File: config.mk
export PLATFORM = sky130hd
export DESIGN_NAME = pp_cfg_seq
export DESIGN_NICKNAME = d
export VERILOG_FILES = /design/src/rtl/pp_cfg_seq.sv
export SDC_FILE = /design/constraint.sdc
export NUM_CORES = 1
export LEC_CHECK = 0
export BUFFER_PORTS_ARGS = -buffer_cell sky130_fd_sc_hd__buf_2
export CAP_MARGIN = 5
export CORE_ASPECT_RATIO = 0.6
export CORE_MARGIN = 8
export CORE_UTILIZATION = 40
export DETAILED_ROUTE_END_ITERATION = 16
export GPL_TIMING_DRIVEN = 0
export SYNTH_ARGS = -nofsm -noshare
export SYNTH_HDL_FRONTEND = slang
export SYNTH_SLANG_ARGS = --single-unit
export TNS_END_PERCENT = 30
File: constraint.sdc
create_clock -name clk -period 2.92 [get_ports clk]
set_input_delay 0.292 -clock clk [delete_from_list [all_inputs] [get_ports clk]]
set_output_delay 0.292 -clock clk [all_outputs]
set_load 0.02 [all_outputs]
File: src/rtl/pp_cfg_seq.sv
module pp_cfg_seq #(
  parameter int MSEL_W     = 3,
  parameter int WAIT_LIMIT = 64,
  parameter int POLL_LIMIT = 128,
  parameter int DCLK_EXTRA = 15,
  localparam int DCW       = $clog2(DCLK_EXTRA + 1)
) (
  input  logic              clk,
  input  logic              rst_n,
  input  logic              start_i,
  input  logic              data_done_i,
  input  logic [MSEL_W-1:0] msel_i,
  input  logic              ncfg_pin_i,
  input  logic              nstat_pin_i,
  input  logic              cdone_pin_i,
  input  logic              cdone_oe_i,
  input  logic              usermode_i,
  output logic              ncfg_drv_o,
  output logic              nce_o,
  output logic              cfg_ovr_n_o,
  output logic              ncfg_ovr_n_o,
  output logic              cfg_en_o,
  output logic              dclk_req_o,
  output logic [DCW-1:0]    dclk_cnt_o,
  output logic              busy_o,
  output logic              ok_o,
  output logic [2:0]        err_o
);

  localparam int MAXL  = (WAIT_LIMIT > POLL_LIMIT) ? WAIT_LIMIT : POLL_LIMIT;
  localparam int CNT_W = $clog2(MAXL + 1);

  localparam logic [2:0] E_NONE = 3'd0;
  localparam logic [2:0] E_MODE = 3'd1;
  localparam logic [2:0] E_TMO  = 3'd2;
  localparam logic [2:0] E_PIN  = 3'd3;
  localparam logic [2:0] E_NST  = 3'd4;

  typedef enum logic [4:0] {
    S_IDLE, S_MODE, S_FREE1, S_RELS, S_OVRD, S_FREE2, S_PLO, S_PHI,
    S_CDCK, S_STRM, S_POLL, S_DCLK, S_UMW, S_FIN, S_FCHK, S_DONE, S_FAIL
  } st_t;

  st_t              state, nxt;
  logic [2:0]       fcode;
  logic [CNT_W-1:0] cnt;
  logic [CNT_W-1:0] lim;
  logic             expired;
  logic             ovr_on;
  logic             terminal;

  assign lim      = (state == S_POLL) ? CNT_W'(POLL_LIMIT - 1) : CNT_W'(WAIT_LIMIT - 1);
  assign expired  = (cnt == lim);
  assign terminal = (state == S_IDLE) || (state == S_DONE) || (state == S_FAIL);

  always_comb begin
    nxt   = state;
    fcode = E_NONE;
    case (state)
      S_IDLE, S_DONE, S_FAIL:
        if (start_i) nxt = S_MODE;
      S_MODE:
        if (|(msel_i >> 1)) begin nxt = S_FAIL; fcode = E_MODE; end
        else nxt = S_FREE1;
      S_FREE1:
        if (ncfg_pin_i && nstat_pin_i) nxt = S_RELS;
        else if (expired) begin nxt = S_FAIL; fcode = E_TMO; end
      S_RELS: nxt = S_OVRD;
      S_OVRD: nxt = S_FREE2;
      S_FREE2:
        if (ncfg_pin_i && nstat_pin_i) nxt = S_PLO;
        else if (expired) begin nxt = S_FAIL; fcode = E_TMO; end
      S_PLO:
        if (!nstat_pin_i) nxt = S_PHI;
        else if (expired) begin nxt = S_FAIL; fcode = E_TMO; end
      S_PHI:
        if (nstat_pin_i) nxt = S_CDCK;
        else if (expired) begin nxt = S_FAIL; fcode = E_TMO; end
      S_CDCK:
        if (!cdone_pin_i && cdone_oe_i) nxt = S_STRM;
        else begin nxt = S_FAIL; fcode = E_PIN; end
      S_STRM:
        if (data_done_i) nxt = S_POLL;
      S_POLL:
        if (cdone_pin_i) nxt = S_DCLK;
        else if (!nstat_pin_i) begin nxt = S_FAIL; fcode = E_NST; end
        else if (expired) begin nxt = S_FAIL; fcode = E_TMO; end
      S_DCLK: nxt = S_UMW;
      S_UMW:
        if (usermode_i) nxt = S_FIN;
        else if (expired) begin nxt = S_FAIL; fcode = E_TMO; end
      S_FIN: nxt = S_FCHK;
      S_FCHK:
        if (usermode_i && cdone_pin_i && nstat_pin_i) nxt = S_DONE;
        else begin nxt = S_FAIL; fcode = E_PIN; end
      default: nxt = S_IDLE;
    endcase
  end

  always_ff @(posedge clk or negedge rst_n) begin
    if (!rst_n) begin
      state <= S_IDLE;
      cnt   <= '0;
      err_o <= E_NONE;
    end else begin
      state <= nxt;
      cnt   <= (nxt != state) ? '0 : cnt + 1'b1;
      if (terminal && start_i)
        err_o <= E_NONE;
      else if (nxt == S_FAIL && state != S_FAIL)
        err_o <= fcode;
    end
  end

  assign ovr_on = state inside {S_OVRD, S_FREE2, S_PLO, S_PHI, S_CDCK,
                                S_STRM, S_POLL, S_DCLK, S_UMW};
  assign cfg_ovr_n_o  = !ovr_on;
  assign ncfg_ovr_n_o = !ovr_on;
  assign nce_o        = !(state inside {S_FREE2, S_PLO, S_PHI, S_CDCK,
                                        S_STRM, S_POLL, S_DCLK, S_UMW});
  assign ncfg_drv_o   = (state != S_PLO);
  assign cfg_en_o     = state inside {S_STRM, S_POLL, S_DCLK, S_UMW};
  assign dclk_req_o   = (state == S_DCLK);
  assign dclk_cnt_o   = dclk_req_o ? DCW'(DCLK_EXTRA) : '0;
  assign busy_o       = !terminal;
  assign ok_o         = (state == S_DONE);


  mode_err_quiet_chk: assert property (@(posedge clk) disable iff (!rst_n)
    (err_o == E_MODE) |-> (nce_o && cfg_ovr_n_o && ncfg_ovr_n_o));

  takeover_pins_free_chk: assert property (@(posedge clk) disable iff (!rst_n)
    $fell(cfg_ovr_n_o) |-> $past(ncfg_pin_i && nstat_pin_i, 2));

  select_after_override_chk: assert property (@(posedge clk) disable iff (!rst_n)
    $fell(nce_o) |-> ($past(!cfg_ovr_n_o) && $past(!ncfg_ovr_n_o)));

  reset_release_handshake_chk: assert property (@(posedge clk) disable iff (!rst_n)
    ($rose(ncfg_drv_o) && busy_o) |-> $past(!nstat_pin_i));

  enable_after_cdone_low_chk: assert property (@(posedge clk) disable iff (!rst_n)
    $rose(cfg_en_o) |-> $past(!cdone_pin_i && cdone_oe_i));

  dclk_after_cdone_chk: assert property (@(posedge clk) disable iff (!rst_n)
    $rose(dclk_req_o) |-> $past(cdone_pin_i));

  dclk_single_pulse_chk: assert property (@(posedge clk) disable iff (!rst_n)
    dclk_req_o |=> !dclk_req_o);

  ok_final_pins_chk: assert property (@(posedge clk) disable iff (!rst_n)
    $rose(ok_o) |-> $past(usermode_i && cdone_pin_i && nstat_pin_i));

  end_has_verdict_chk: assert property (@(posedge clk) disable iff (!rst_n)
    $fell(busy_o) |-> (ok_o != (err_o != E_NONE)));

  fail_released_chk: assert property (@(posedge clk) disable iff (!rst_n)
    (err_o != E_NONE) |-> (nce_o && ncfg_drv_o && cfg_ovr_n_o && ncfg_ovr_n_o && !cfg_en_o));

endmodule

**Word level (Yosys, flattened, before mapping)**

Cells that the tools add are included.

- Register bits: 16
- Output and inout bits: 15

- Add/sub/neg operators: 1
- Equality and inequality tests: 21
- Multiplexer cells: 30
- Reductions and logical operators: 20

Operator list:

| operator | count |
|---|---|
| 5-bit one-hot mux with 15 select lines | 1 |
| 5-bit 2-to-1 mux | 13 |
| 5-bit by 4-bit == test with 1-bit output (second input constant) | 8 |
| 3-bit one-hot mux with 8 select lines | 1 |
| 5-bit by 3-bit == test with 1-bit output (second input constant) | 4 |
| 3-bit 2-to-1 mux | 5 |
| 2-bit 2-to-1 mux | 6 |
| 5-bit by 2-bit == test with 1-bit output (second input constant) | 2 |
| 5-bit == test (second input constant) | 2 |
| 9-bit nonzero test | 1 |
| 8-bit by 1-bit adder with 8-bit output (second input constant) | 1 |
| 8-bit by 7-bit == test with 1-bit output | 1 |
| 8-bit 2-to-1 mux | 1 |
| 8-bit nonzero test | 1 |
| 7-bit 2-to-1 mux | 1 |
| 1-bit logical AND | 6 |
| 5-bit by 1-bit == test with 1-bit output (second input constant) | 1 |
| 5-bit zero test | 1 |
| 5-bit by 3-bit != test with 1-bit output (second input constant) | 1 |
| 5-bit != test | 1 |
| 5-bit != test (second input constant) | 1 |
| 1-bit zero test | 4 |
| 4-bit 2-to-1 mux | 1 |
| 4-bit nonzero test | 1 |
| 5 further kinds | 7 |

**Longest topological paths before layout**

Gate-level depths: netlist (run 1).

- Depth in word-level cells: 11
- Depth in mapped cells: 8
- Depth with buffers taken out: 7

**Worst setup path before layout (run 1)**

No wires, ideal clock.

- Path kind: flip-flop to output port
- From: reg state[1]
- To: out ncfg_ovr_n_o
- Arrival: 1.809 ns
- Slack: 0.819 ns
- Cell stages (with the launch flop): 6
- Cells stage by stage: dfrtp_1 > buf_2 > clkbuf_1 > o21ai_0 > o21ai_0 > buf_4

- Word-level cells in the longest chain between the ends: 3
- Elaborated cells between the ends (all ways): 11
- Classes of those cells: 9 x eq/ne; 2 x reduce/logical

RTL lines:

| element | line | RTL |
|---|---|---|
| from (decl) | 44 | `st_t state, nxt;` |
| from (signal assigned) | 106 | `state <= nxt;` |
| 5-bit by 3-bit == test with 1-bit output / 5-bit by 4-bit == test with 1-bit output (equally long branches) | 115 | `assign ovr_on = state inside {S_OVRD, S_FREE2, S_PLO, S_PHI, S_CDCK,` |
| 9-bit nonzero test * | 115 |  |
| 1-bit zero test * | n/a |  |
| to (decl) | 21 | `output logic ncfg_ovr_n_o,` |

Every way passes the cells marked *; elsewhere a longest branch is shown, timed or not.

**Worst setup path in the final report (run 1)**

- From: reg state[0]
- To: reg cnt[5]

- Word-level cells in the longest chain between the ends: 9
- Elaborated cells between the ends (all ways): 33
- Classes of those cells: 18 x eq/ne; 13 x mux; 2 x reduce/logical

RTL lines:

| element | line | RTL |
|---|---|---|
| 5-bit by 4-bit == test with 1-bit output | 52, 59 |  |
| 7-bit 2-to-1 mux | 52 | `assign lim = (state == S_POLL) ? CNT_W'(POLL_LIMIT - 1) : CNT_W'(WAIT_LIMIT - 1);` |
| 8-bit by 7-bit == test with 1-bit output | 53 | `assign expired = (cnt == lim);` |
| 5-bit 2-to-1 mux | n/a |  |
| 5-bit 2-to-1 mux | 86 | `else if (!nstat_pin_i) begin nxt = S_FAIL; fcode = E_NST; end` |
| 5-bit 2-to-1 mux | 85 | `if (cdone_pin_i) nxt = S_DCLK;` |
| 5-bit one-hot mux with 15 select lines | 59 | `case (state)` |
| 5-bit != test * | 107 | `cnt <= (nxt != state) ? '0 : cnt + 1'b1;` |
| 8-bit 2-to-1 mux * | 107 |  |
| to (signal assigned) | 107 |  |
| to (decl) | 46 | `logic [CNT_W-1:0] cnt;` |

Marks and branches as above.
A chain may end at the register's enable or synchronous reset.

==> metrics.md, run 1 <==
| Metric | Value |
|---|---|
| Initial core utilization | 0.421 |
| VDD IR max | 0.421 mV |
| Placement row count | 17 |
| Hold slack | 0.460 ns |
| Ys flop type | dfrtp_1 |
| Die H | 64.5 um |
| Syn. warnings | 0 |
| Run status | finished clean |
| #FFs+latches synth | 16 |
| Full die area | 6240 sq um |
| H-tree levels | 1 |
| Syn Area/Cell | 8.47 sq um |
| Pwr Total | 1.26 mW |
| DP Area | 1750 sq um |
| Synthesized area | 1570 sq um |
| Final TNS setup | 0 ns |
| RSZ-0062 raised after global routing | false |
| CP endpoint kind | flip-flop |
| Crit-path cells | buf_6 > nor3b_1 > nand2_1 > o221a_2 > o21ai_4 > o32ai_4 > nor4_1 |
| Max_cap viols | 0 |
| Clock sink count | 16 |
| # port buffers | 24 |
| Crit-path max FO | 10 |
| Die X | 96.8 um |
| Final Slew Violations | 0 |
| Final worst path period share | 0.845 |
| Ant. Diodes | 0 |
| Largest net degree at the start of global routing | 17 |
| Crit path largest cell delay | 0.56 ns |
| Post-synth EDFFs | 0 |
| Core Region | 3720 sq um |
| All-layer global routing usage | 0.156 |
| Worst-skew pair later-pin latency | 0.25 ns |
| Synth Instances | 185 |
| Detailed Place HPWL | 3.96 mm |
| Final Util | 0.486 |
| Hold WC Path Type | flip-flop to flip-flop |
| Clk root buf | clkbuf_8 |
| CTS Buffer Depth | 2 |
| Post-CTS setup buffer count | 0 |
| Post-CTS sizing | 0 |
| Max Freq | 405 MHz |
| Final hold viol count | 0 |
| Final setup fails | 0 |
| Async set-reset flop share out of synthesis | 1.00 |
| Gpl congestion | 0.953 |
| Antenna violations before repair | 0 |
| TritonCTS Buffers | 3 |
| Global-route wire length before repair | 8.02 mm |
| Area grow syn2layout | 15.6% |
| Nets | 228 |
| Total number of vias | 1625 |
| Worst path required time | 3.06 ns |
| Clk pin slew, worst setup/hold paths | 0.06 ns |
| Static Leak | 0.764 nW |
| Register area share after synthesis | 0.256 |
| CTS tree | done |
| Mapped Nets | 198 |
| Setup WS pre-CTS | 0.504 ns |
| Worst EP arrival | 2.61 ns |
| Vias/cell | 6.23 |
| Least-Margin Pin Slew | 0.648 ns |
| Global route overflow | 0 |
| Drt first-iter violations | 171 |
| Clk_skew | 0.00327 ns |
| Final worst setup slack | 0.451 ns |
| Fin cells | 261 |
| Crit path buf inv count | 1 |
| Placed cells | 256 |
| Vias in the first global route | 1569 |
| Routed length per instance | 19.0 um |
| Post-route antenna net violation count | 0 |
| Yosys cell types | 65 |
| P per Cell Area | 695 nW/um^2 |
| First-pass iteration count of the detailed router | 4 |
| Critical Path Start Type | flip-flop |
| Fraction of layout cells with a size suffix above 1 | 0.266 |
| Critical Path Slowest Stage Cell | nor3b_1 |
| Relative slew slack | 0.567 |
| Crit path time final | 2.47 ns |
| Setup CP Type | flip-flop to flip-flop |
| Drt total wl | 4.97 mm |
| I/O pin cnt | 27 |
| Design Area, Final | 1810 sq um |
| # DRC | 0 |
| Top Family by Delay on Critical Path | simple AND/OR/NAND/NOR gates |
layout by cell type (no fill, tap or decap), types with 4 or more instances in the layout:
master and n:
nand2b_1 5, dfrtp_1 16, buf_4 5, buf_2 31, nand2_1 15, and3_1 7, nor4_1 9, nand3b_1 4
inv_1 4, o21ai_0 5, nor2_1 15, a21oi_1 4, nor3_1 4, xnor2_1 5, clkbuf_8 4, nand3_1 10
worst register-to-register path, cell delays in order, from the launching register on:
cell and delay, ns:
dfrtp_1 0.37, buf_6 0.14, nor3b_1 0.56, nand2_1 0.37, o221a_2 0.40, o21ai_4 0.09
o32ai_4 0.17, nor4_1 0.27
per-layer routing:
metal  share of wire  up-vias  track usage  routed length (um)
met3            0.11       11       0.0497                 548
met4           0.012        0       0.0552                  61
met1            0.47      770        0.220                2340
met5               0        -            0                   0
li1                -      754            -                   -
met2            0.41       90        0.216                2020
where the power goes:
group,internal (mW),switching [mW]
Clock,0.119,0.0713
Combinational,0.283,0.490
Sequential,0.260,0.0344
cell families after synthesis:
logic type,Yosys count,share of synthesized area
XOR/XNOR,8,0.0447
flip-flops,16,0.256
AND/OR/NAND/NOR,95,0.370
adder cells (fa/ha/maj),1,0.00799
buffers and inverters,21,0.0727
AO/OA/AOI/OAI,43,0.242
multiplexers,1,0.00719
final cells by class:
cell class              count  area (sq um)
flip-flops and latches     16           400
multi-input cells         148          1050
repair buffers             25           130
clock buffers               4          55.1
well taps                  47          58.8
fillers                   344          1910
plain buffers              17          98.8
inverters                   4          15.0
synth_stat cells, drive strengths merged (4+ instances only):
cell type,instances,area share
a21oi,4,0.013
and3,8,0.035
buf,14,0.056
dfrtp,16,0.26
inv,4,0.0096
nand2,15,0.036
nand2b,6,0.029
nand3,10,0.032
nand3b,4,0.019
nor2,16,0.040
nor3,5,0.019
nor3b,4,0.022
nor4,10,0.050
o21ai,8,0.035
xnor2,5,0.028
final timing paths:
| path | cells after the start | startpoint | to | slack (ns) |
|---|---|---|---|---|
| worst max-delay path | 7 | state[0] | cnt[5] | 0.45 |
| worst min-delay path | 1 | cnt[0] | cnt[0] | 0.46 |
| worst max register to register | 7 | state[0] | cnt[5] | 0.45 |
| worst min register to register | 1 | cnt[0] | cnt[0] | 0.46 |
| max in group asynchronous | 2 | rst_n | state[2] | 2.19 |
| min in group asynchronous | 2 | rst_n | cnt[4] | 0.48 |
sequential cells by signal, summed over array words and instances (netlist names):
register  flops
cnt           8
err_o         3
state         5
what timing repair did:
item                                    CTS  global route
endpoints found under the setup margin    0             0
hold buffers                              1             0
hold endpoints to repair                 16             0
Power figures use the tool's default switching activity.
==> run 2: changes to the inputs <==
--- a/config.mk
+++ b/config.mk
@@ -5,6 +5,7 @@
 export SDC_FILE = /design/constraint.sdc
 export NUM_CORES = 1
 export LEC_CHECK = 0
+export ABC_AREA = 1
 export BUFFER_PORTS_ARGS = -buffer_cell sky130_fd_sc_hd__buf_2
 export CAP_MARGIN = 5
 export CORE_ASPECT_RATIO = 0.6
==> constraint.sdc (replaced) <==
create_clock -name clk -period 2 [get_ports clk]
set_input_delay 0.2 -clock clk [delete_from_list [all_inputs] [get_ports clk]]
set_output_delay 0.2 -clock clk [all_outputs]
set_load 0.02 [all_outputs]
==> run 2 against run 1 <==
Clock power rose by 55%. Combinational power up 41%. First-iteration DRC count shrank 29%. Die area is 8.3% lower. Maximum frequency up 19%. Setup slack got worse by 0.52 ns. Cell count rose by 20%. Worst hold slack worse by 0.13 ns. Design area up 14%. The flow now finishes with violations (setup timing). Synthesized cell count increased by 15%. Largest power group unchanged.
==> metrics.md, run 2 <==
| Metric | Value |
|---|---|
| Clock sink count | 16 (unchanged) |
| Sw Pwr | 0.878 mW (was 0.596 mW) |
| Worst path required time | 2.18 ns (was 3.06 ns) |
| Share of the synthesized area in the top cell type | 0.285 (was 0.256) |
| DP Area | 1590 sq um (was 1750 sq um) |
| Clock power share | 0.163 (was 0.152) |
| Final setup fails | 3 (was 0) |
| RSZ-0062 raised after global routing | true (was false) |
| Design Area, Final | 2070 sq um (was 1810 sq um) |
| Die X | 92.5 um (was 96.8 um) |
| CP endpoint kind | flip-flop (unchanged) |
| Syn Area/Cell | 6.62 sq um (was 8.47 sq um) |
| Setup CP Type | flip-flop to flip-flop (unchanged) |
| Synthesized area | 1400 sq um (was 1570 sq um) |
| Nets | 282 (was 228) |
| Final worst path period share | 1.04 (was 0.845) |
| Reg2reg end | cnt[7] (was cnt[5]) |
| I/O pin cnt | 27 (unchanged) |
| Worst Setup SP | state[1] (was state[0]) |
| Sw Ratio | 0.480 (was 0.474) |
| Synth Instances | 212 (was 185) |
| Placement row count | 16 (was 17) |
| VDD IR max | 0.408 mV (was 0.421 mV) |
| Yosys cell types | 28 (was 65) |
| P per Cell Area | 883 nW/um^2 (was 695 nW/um^2) |
| Async set-reset flop share out of synthesis | 1.00 (unchanged) |
| # port buffers | 25 (was 24) |
| Total number of vias | 1600 (was 1625) |
| Ranking of synthesized cells by area | dfrtp_1 (29%), nand2_1 (16%), inv_1 (7.5%) (was dfrtp_1 (26%), nand2_1 (3.6%), nor2_1 (3.6%)) |
| Count leader, synth | nand2_1 (was dfrtp_1) |
| # DRC | 0 (unchanged) |
| Critical Path Start Type | flip-flop (unchanged) |
| Largest net degree at the start of global routing | 17 (unchanged) |
| R2R Setup Slk | -0.07 ns (was 0.45 ns) |
| Global-route wire length before repair | 6.81 mm (was 8.02 mm) |
| Run status | finished, violations left (was finished clean) |
| Final Slew Violations | 0 (unchanged) |
| Logic pwr share | 0.593 (was 0.614) |
| Full die area | 5720 sq um (was 6240 sq um) |
| H-tree levels | 1 (unchanged) |
| Least-Margin Pin Slew | 0.394 ns (was 0.648 ns) |
| Clk root buf | clkbuf_8 (unchanged) |
| Worst EP arrival | 2.25 ns (was 2.61 ns) |
| Post-route antenna net violation count | 0 (unchanged) |
| Max_cap viols | 0 (unchanged) |
| Syn. warnings | 0 (unchanged) |
| All-layer global routing usage | 0.151 (was 0.156) |
| Failing checks | setup timing |
| Gpl congestion | 0.941 (was 0.953) |
| Final TNS setup | -0.145 ns (was 0 ns) |
| Top post-synthesis cells by count | nand2_1 (59), inv_1 (28), nor2_1 (22) (was dfrtp_1 (16), nand2_1 (15), nor2_1 (15)) |
| Worst r2r src | state[1] (was state[0]) |
| Routed length per instance | 13.9 um (was 19.0 um) |
| Ant. Diodes | 0 (unchanged) |
| Drt total wl | 4.36 mm (was 4.97 mm) |
| Post-synth EDFFs | 0 (unchanged) |
| Top flop regs | cnt x8, state x5, err_o x3 (unchanged) |
| Antenna violations before repair | 0 (unchanged) |
| Worst hold path stage count | 4 (was 1) |
| Sequential share of power | 0.244 (was 0.234) |
| Pint | 0.950 mW (was 0.662 mW) |
| Initial core utilization | 0.425 (was 0.421) |
| Largest Register | cnt (unchanged) |
| First-pass iteration count of the detailed router | 5 (was 4) |
| Die H | 61.9 um (was 64.5 um) |
| Global route overflow | 0 (unchanged) |
| Worst-skew pair later-pin latency | 0.25 ns (about the same) |
| Hold path startpoint | start_i (was cnt[0]) |
| Max Freq | 483 MHz (was 405 MHz) |
| Relative slew slack | 0.737 (was 0.567) |
| Cell taking the most area after synthesis | dfrtp_1 (unchanged) |
| Area grow syn2layout | 47.5% (was 15.6%) |
| Leading cell type in the layout, fill and taps excluded | nand2_1 (was buf_2) |
| TritonCTS Buffers | 3 (unchanged) |
| Vias/cell | 5.11 (was 6.23) |
| Static Leak | 1.06 nW (was 0.764 nW) |
| Detailed Place HPWL | 3.03 mm (was 3.96 mm) |
| #FFs+latches synth | 16 (unchanged) |
| Crit-path max FO | 8 (was 10) |
| CTS tree | done (unchanged) |
| End of the worst hold path | state[3] (was cnt[0]) |
| Register area share after synthesis | 0.285 (was 0.256) |
| Final hold viol count | 0 (unchanged) |
| Ys flop type | dfrtp_1 (unchanged) |
| Hold WC Path Type | primary input to flip-flop (was flip-flop to flip-flop) |
| CTS Buffer Depth | 2 (unchanged) |
| Clk_skew | 0.00207 ns (was 0.00327 ns) |
| Commonest non-fill, non-tap cells in the layout | nand2_1 (39), buf_4 (29), inv_1 (28) (was buf_2 (31), dfrtp_1 (16), nand2_1 (15), nor2_1 (15), nand3_1 (10)) |
| Drt first-iter violations | 121 (was 171) |
| Final Util | 0.627 (was 0.486) |
| Worst reg2reg path depth | 12 (was 7) |
| Fraction of layout cells with a size suffix above 1 | 0.481 (was 0.266) |
| Vias in the first global route | 1355 (was 1569) |
| Max FFs per register | 8 (unchanged) |
| Pwr Total | 1.83 mW (was 1.26 mW) |
| Core Region | 3300 sq um (was 3720 sq um) |
| Mapped Nets | 225 (was 198) |
| Clk pin slew, worst setup/hold paths | 0.07 ns (was 0.06 ns) |
| Final worst setup slack | -0.0719 ns (was 0.451 ns) |
| Setup WS pre-CTS | -0.166 ns (was 0.504 ns) |
| Crit path time final | 2.07 ns (was 2.47 ns) |
## run 2: changes by cell type after synthesis, moves of 5 or more
| cell | previous run | this run |
|---|---|---|
| nand3_1 | 10 | 19 |
| buf_2 | 7 | 1 |
| nor2_1 | 15 | 22 |
| nand4_1 | 0 | 7 |
| nand2_1 | 15 | 59 |
| and3_1 | 7 | 0 |
| nand2b_1 | 5 | 0 |
| nor3_2 | 1 | 8 |
| nor4_1 | 9 | 0 |
| inv_1 | 4 | 28 |
## run 2: worst max-delay path, cell delays in order, from the launching register on
cell,delay (ns)
dfrtp_2,0.48
inv_4,0.07
nor2_4,0.21
nand3_4,0.12
nand2_4,0.08
nand3_4,0.14
nand2_4,0.11
nand2_2,0.05
nand2_2,0.09
nand2_4,0.07
o21ai_4,0.17
nand3_4,0.18
nor3_2,0.22
## run 2: layer usage
metal  track usage  vias up  routed length [um]
met5             0        -                   0
met4        0.0341        0                  35
met3        0.0432        2                 415
met2         0.205       69                1720
met1         0.224      733                2180
li1              -      796                   -
## run 2: worst max path at each step
stage | to | slack [ns] | depth (start not counted)
4_1_cts | cnt[5] | -0.02 | 13
3_5_place_dp | cnt[5] | -0.17 | 13
6_report | cnt[7] | -0.07 | 12
3_3_place_gp | cnt[3] | -0.17 | 13
5_1_grt | cnt[4] | -0.17 | 13
2_1_floorplan | cnt[2] | 0.15 | 12
## run 2: power by group through the flow
| stage | logic [mW] | clock network [mW] | registers (mW) |
|---|---|---|---|
| after floorplan | 0.579 | 0 | 0.440 |
| after detailed placement | 0.780 | 0 | 0.437 |
| after CTS | 0.876 | 0.305 | 0.435 |
| after global placement | 0.784 | 0 | 0.440 |
| final | 1.09 | 0.297 | 0.446 |
| after global routing | 1.17 | 0.317 | 0.454 |
## run 2: kinds of logic (layout without fill, tap and decap cells)
group	Yosys count	count (layout)	share of synthesized area
simple gates	136	136	0.489
buf+inv	37	93	0.113
compound gates	16	16	0.0660
flops	16	16	0.285
xor+xnor	6	6	0.0374
fa+ha+maj	1	1	0.00891
## run 2: repair_timing
| item | 4_1_cts | 5_1_grt |
|---|---|---|
| buffers inserted | 18 | 8 |
| resized for setup | 17 | 46 |
| hold buffers | 1 | 0 |
| endpoints found under the setup margin | 10 | 13 |
| endpoints found under the hold margin | 16 | 0 |
| pin swaps | 9 | 24 |
## run 2: per-stage QoR
step | hold WS [ns] | instances
5_1_grt | 0.357 | 313
3_5_place_dp | 0.148 | 282
6_report | 0.334 | 313
3_3_place_gp | 0.151 | 282
2_1_floorplan | -0.0956 | 212
4_1_cts | 0.310 | 305
## run 2: layout make-up
| class | count | area [sq um] |
|---|---|---|
| buffer | 6 | 45.0 |
| clock buffer | 4 | 55.1 |
| fill | 296 | 1230 |
| inverter | 31 | 119 |
| multi-input combinational | 159 | 1040 |
| sequential | 16 | 403 |
| tap | 45 | 56.3 |
| timing repair buffer | 52 | 350 |
